**config.mk**
```make
export PLATFORM = sky130hd
export DESIGN_NAME = adc_out_stage
export DESIGN_NICKNAME = d
export VERILOG_FILES = /design/src/rtl/adc_out_pkg.sv /design/src/rtl/adc_out_delay.sv /design/src/rtl/adc_out_format.sv /design/src/rtl/adc_out_launch.sv /design/src/rtl/adc_out_stage.sv
export SDC_FILE = /design/constraint.sdc
export NUM_CORES = 1
export LEC_CHECK = 0
export ABC_AREA = 1
export CORE_MARGIN = 1.5
export CORE_UTILIZATION = 52
export CTS_BUF_LIST = sky130_fd_sc_hd__clkbuf_4 sky130_fd_sc_hd__clkbuf_8
export DETAILED_ROUTE_END_ITERATION = 6
export DONT_BUFFER_PORTS = 1
export PLACE_DENSITY = 0.67
export SLEW_MARGIN = 10
export SYNTH_ARGS = -nofsm -noshare
export SYNTH_HDL_FRONTEND = slang
export SYNTH_SLANG_ARGS = --single-unit
```
**constraint.sdc**
```tcl
create_clock -name clk -period 1 [get_ports clk]
set_input_delay 0.3 -clock clk [delete_from_list [all_inputs] [get_ports clk]]
set_output_delay 0.3 -clock clk [all_outputs]
set_load 0.02 [all_outputs]
```
**src/rtl/adc_out_pkg.sv**
```systemverilog
`timescale 1ns/1ps
package adc_out_pkg;

  // Output code selection; the encoding matches the fmt_bin pin level
  typedef enum logic {
    FMT_TWOS = 1'b0,
    FMT_BIN  = 1'b1
  } fmt_e;

endpackage

```
**src/rtl/adc_out_delay.sv**
```systemverilog
`timescale 1ns/1ps
module adc_out_delay #(
  parameter int W      = 10,
  parameter int STAGES = 7
) (
  input  logic         clk,
  input  logic         rst,
  input  logic [W-1:0] din,
  output logic [W-1:0] dout
);

  logic [W-1:0] stg [STAGES];

  generate
    for (genvar i = 0; i < STAGES; i++) begin : g_stage
      if (i == 0) begin : g_head
        always_ff @(posedge clk) begin
          if (rst) stg[0] <= '0;
          else     stg[0] <= din;
        end
      end else begin : g_tail
        always_ff @(posedge clk) begin
          if (rst) stg[i] <= '0;
          else     stg[i] <= stg[i-1];
        end
      end
    end
  endgenerate

  assign dout = stg[STAGES-1];

endmodule

```
**src/rtl/adc_out_format.sv**
```systemverilog
`timescale 1ns/1ps
module adc_out_format
  import adc_out_pkg::*;
#(
  parameter int W = 10
) (
  input  logic [W-1:0] raw,
  input  fmt_e         fmt,
  output logic [W-1:0] word,
  output logic         at_limit
);

  // Range test on the raw code so the format setting cannot alter it
  always_comb begin
    at_limit = (raw == '0) || (raw == '1);
    word     = raw;
    if (fmt == FMT_TWOS) word[W-1] = ~raw[W-1];
  end

endmodule

```
**src/rtl/adc_out_launch.sv**
```systemverilog
`timescale 1ns/1ps
module adc_out_launch #(
  parameter int W = 10
) (
  input  logic         clk,
  input  logic         rst,
  input  logic [W-1:0] word_d,
  input  logic         flag_d,
  output logic [W-1:0] word_q,
  output logic         flag_q
);

  // Falling-edge stage: supplies the half cycle of the total latency
  always_ff @(negedge clk) begin
    if (rst) begin
      word_q <= '0;
      flag_q <= 1'b0;
    end else begin
      word_q <= word_d;
      flag_q <= flag_d;
    end
  end

endmodule

```
**src/rtl/adc_out_stage.sv**
```systemverilog
`timescale 1ns/1ps
module adc_out_stage
  import adc_out_pkg::*;
#(
  parameter int W           = 10,
  parameter int PIPE_CYCLES = 6
) (
  input  logic         clk,
  input  logic         rst,
  input  logic [W-1:0] smp_code,
  input  logic         fmt_bin,
  input  logic         oe_n,
  output logic [W-1:0] dq,
  output logic         dq_en,
  output logic         oor,
  output logic         oor_en,
  output logic         drdy,
  output logic         drdy_en
);

  // One capture register plus PIPE_CYCLES whole-cycle delays
  localparam int STAGES = PIPE_CYCLES + 1;

  logic [W-1:0] raw_late;
  logic [W-1:0] word_fmt;
  logic         limit_hit;
  logic         drive_on;

  adc_out_delay #(.W(W), .STAGES(STAGES)) delay_i (
    .clk  (clk),
    .rst  (rst),
    .din  (smp_code),
    .dout (raw_late)
  );

  adc_out_format #(.W(W)) format_i (
    .raw      (raw_late),
    .fmt      (fmt_e'(fmt_bin)),
    .word     (word_fmt),
    .at_limit (limit_hit)
  );

  adc_out_launch #(.W(W)) launch_i (
    .clk    (clk),
    .rst    (rst),
    .word_d (word_fmt),
    .flag_d (limit_hit),
    .word_q (dq),
    .flag_q (oor)
  );

  // Enables act at once, without a register; the strobe mirrors the clock
  assign drive_on = ~oe_n;
  assign dq_en    = drive_on;
  assign oor_en   = drive_on;
  assign drdy_en  = drive_on;
  assign drdy     = clk;

endmodule

```
==> impl_metrics.ini <==
[synth]
ys_ff_latch = 81
synth.yosys.warnings = 0
ys_seq_area_share_pct = 68.0
syn_nets = 288
synth.avg_cell_area_sq_um = 8.70
syn_area_sq_um = 2380
netlist-cell-type-count = 11
synth_cells = 274

[global_route]
grt.total_usage_pct = 12.8
grt.overflow.total = 0
antenna_found_initial = 0
grt_max_degree = 63
grt_pass1_wl_um = 4820
grt_pass1_vias = 1285

[clocking]
clockBufferDepth = 2
cts_sinks = 81
h-tree-depth = 3
path_clk_slew_ns = 0.07
root_buffer = clkbuf_8
cts_tree = built
cts_made_buffers = 9
clock_latency_ns = 0.38

[detailed_routing]
vias = 1400
route.final.wire_length_um = 2710
antenna_left = 0
drc = 0
initialDrtViolationCount = 35
dr.pass1.iters = 4
routedWlPerCell_um = 7.76
vias_per_cell = 4.01

[setup_path]
worst_ep_arrival_time_ns = 1.25
crit_path_start = launch_i.word_q[6]$_SDFF_NP0_
r2r_start = delay_i.stg[3][3]$_SDFF_PP0_
cp_max_fo = 1
cp-start-kind = register
critPathKind = reg -> out
crit_required_ns = 0.70
end_kind = primary output

[status]
status = finished, violations left
violations = setup timing

[sta]
hold_viol = 0
rsz0062_at_grt = yes
relSlewSlack_pct = 64.2
setup-tns-final_ns = -6.87
slew_viol_final = 0
finClkSkew_ns = 0.0446
worst_slew_pin_slew_ns = 0.537
fin_ws_ns = -0.549
setup_violations = 18

[floorplan]
rows = 24
die_y_um = 70.7
ios = 29
core_area_sq_um = 4380
die_w_um = 70.7
die-area_sq_um = 5000
start_util_pct = 54.4

[finish]
diodes = 0
seqCellArea_sq_um = 1680
final-instance-count-excl-fill = 349
fillers = 371
drive_above_1_share_pct = 19.2
multi_input_area_sq_um = 400
fin_nets = 306
area_delta_synth_final_pct = 19.9

[job]
cap_violations = 0

[min_path]
worst_hold_path_type = in -> reg
min_from = rst

[power_and_ir_drop]
peakVddDrop_mv = 1.33
p_leak_nw = 1.29
finalPower_w = 0.00660
powerDensity_nw_per_um2 = 2310

[placed_design]
gp_congestion = 0.808
dp_cells = 320
numPortBuffers = 0
place.detailed.hpwl_um = 1320
[layer usage]
| metal | routed length (um) | up-vias | track usage (%) |
|---|---|---|---|
| met5 | 0 | - | 0 |
| met3 | 147 | 11 | 4.70 |
| met1 | 1190 | 584 | 11.3 |
| met4 | 87 | 0 | 10.3 |
| li1 | - | 769 | - |
| met2 | 1290 | 36 | 23.1 |
[flip-flops by register name, summed over array words and instances (netlist names)]
name	count
delay_i.stg	70
launch_i.flag_q	1
launch_i.word_q	10
[power breakdown]
group          total (W)  switching, W  internal, W
Sequential       0.00329     0.0000234      0.00327
Clock            0.00321       0.00119      0.00202
Combinational   0.000102     0.0000564    0.0000456
Total            0.00660       0.00127      0.00534
[kinds of logic after synthesis]
kind of cell | count (synthesis) | synth area share (%)
buf+inv | 94 | 15.7
compound gates | 1 | 0.367
flops | 81 | 68.0
xor+xnor | 1 | 0.367
simple gates | 97 | 15.5
[worst paths after layout]
| kind | cells past startpoint | slack [ns] | end |
|---|---|---|---|
| worst min register to register | 2 | 0.38 | delay_i.stg[3][5]$_SDFF_PP0_ |
| worst max register to register | 5 | -0.37 | launch_i.flag_q$_SDFF_NP0_ |
| worst min-delay path | 1 | 0.02 | delay_i.stg[0][7]$_SDFF_PP0_ |
| worst max-delay path | 0 | -0.55 | dq[6] |
[through the flow]
| step | util (%) | worst slack, ns | hold slack, ns | area (sq um) |
|---|---|---|---|---|
| after floorplan | - | -0.312 | 0.388 | 2440 |
| after CTS | 64.9 | -0.569 | 0.000351 | 2850 |
| after global placement | 56.5 | -0.320 | 0.300 | 2480 |
| after global routing | 65.2 | -0.579 | 0.0000382 | 2860 |
| final | 65.2 | -0.549 | 0.0224 | 2860 |
| after detailed placement | 56.5 | -0.332 | 0.300 | 2480 |
[final cells by class]
class / count / area share, %
clock buffer: 11 / 4.86
sequential: 81 / 58.6
tap: 52 / 2.27
inverter: 81 / 10.6
clock inverter: 16 / 5.82
multi-input combinational: 99 / 14.0
timing repair buffer: 9 / 3.85
[synth_stat cells (all sizes together)]
library cell  number  area, sq um
dfxtp             81         1620
inv               82          308
a21oi              1         8.76
xor2               1         8.76
nor2              86          325
nand3              1         5.00
or2                1         6.26
buf               12         67.6
nand2              9         33.8
[repair_timing]
action | in CTS | in global routing
endpoints found under the hold margin | 15 | 0
resized for setup | 23 | 8
pin swaps | 12 | 10
hold buffers | 2 | 0
setup endpoints to repair | 22 | 37
setup buffers | 4 | 1
gates cloned | 0 | 0
[cell usage in the layout, fill, tap and decap left out]
| cell type | n |
|---|---|
| a21oi_2 | 1 |
| buf_12 | 1 |
| buf_6 | 6 |
| bufinv_16 | 4 |
| clkbuf_4 | 2 |
| clkbuf_8 | 9 |
| clkinv_2 | 1 |
| dfxtp_1 | 60 |
| dfxtp_2 | 10 |
| dfxtp_4 | 11 |
| dlygate4sd3_1 | 1 |
| dlymetal6s4s_1 | 1 |
| inv_1 | 84 |
| inv_2 | 8 |
| nand2_1 | 9 |
| nand3_1 | 1 |
| nor2_1 | 83 |
| nor2_2 | 3 |
| or2_1 | 1 |
| xor2_2 | 1 |
(Power assumes the default switching activity.)
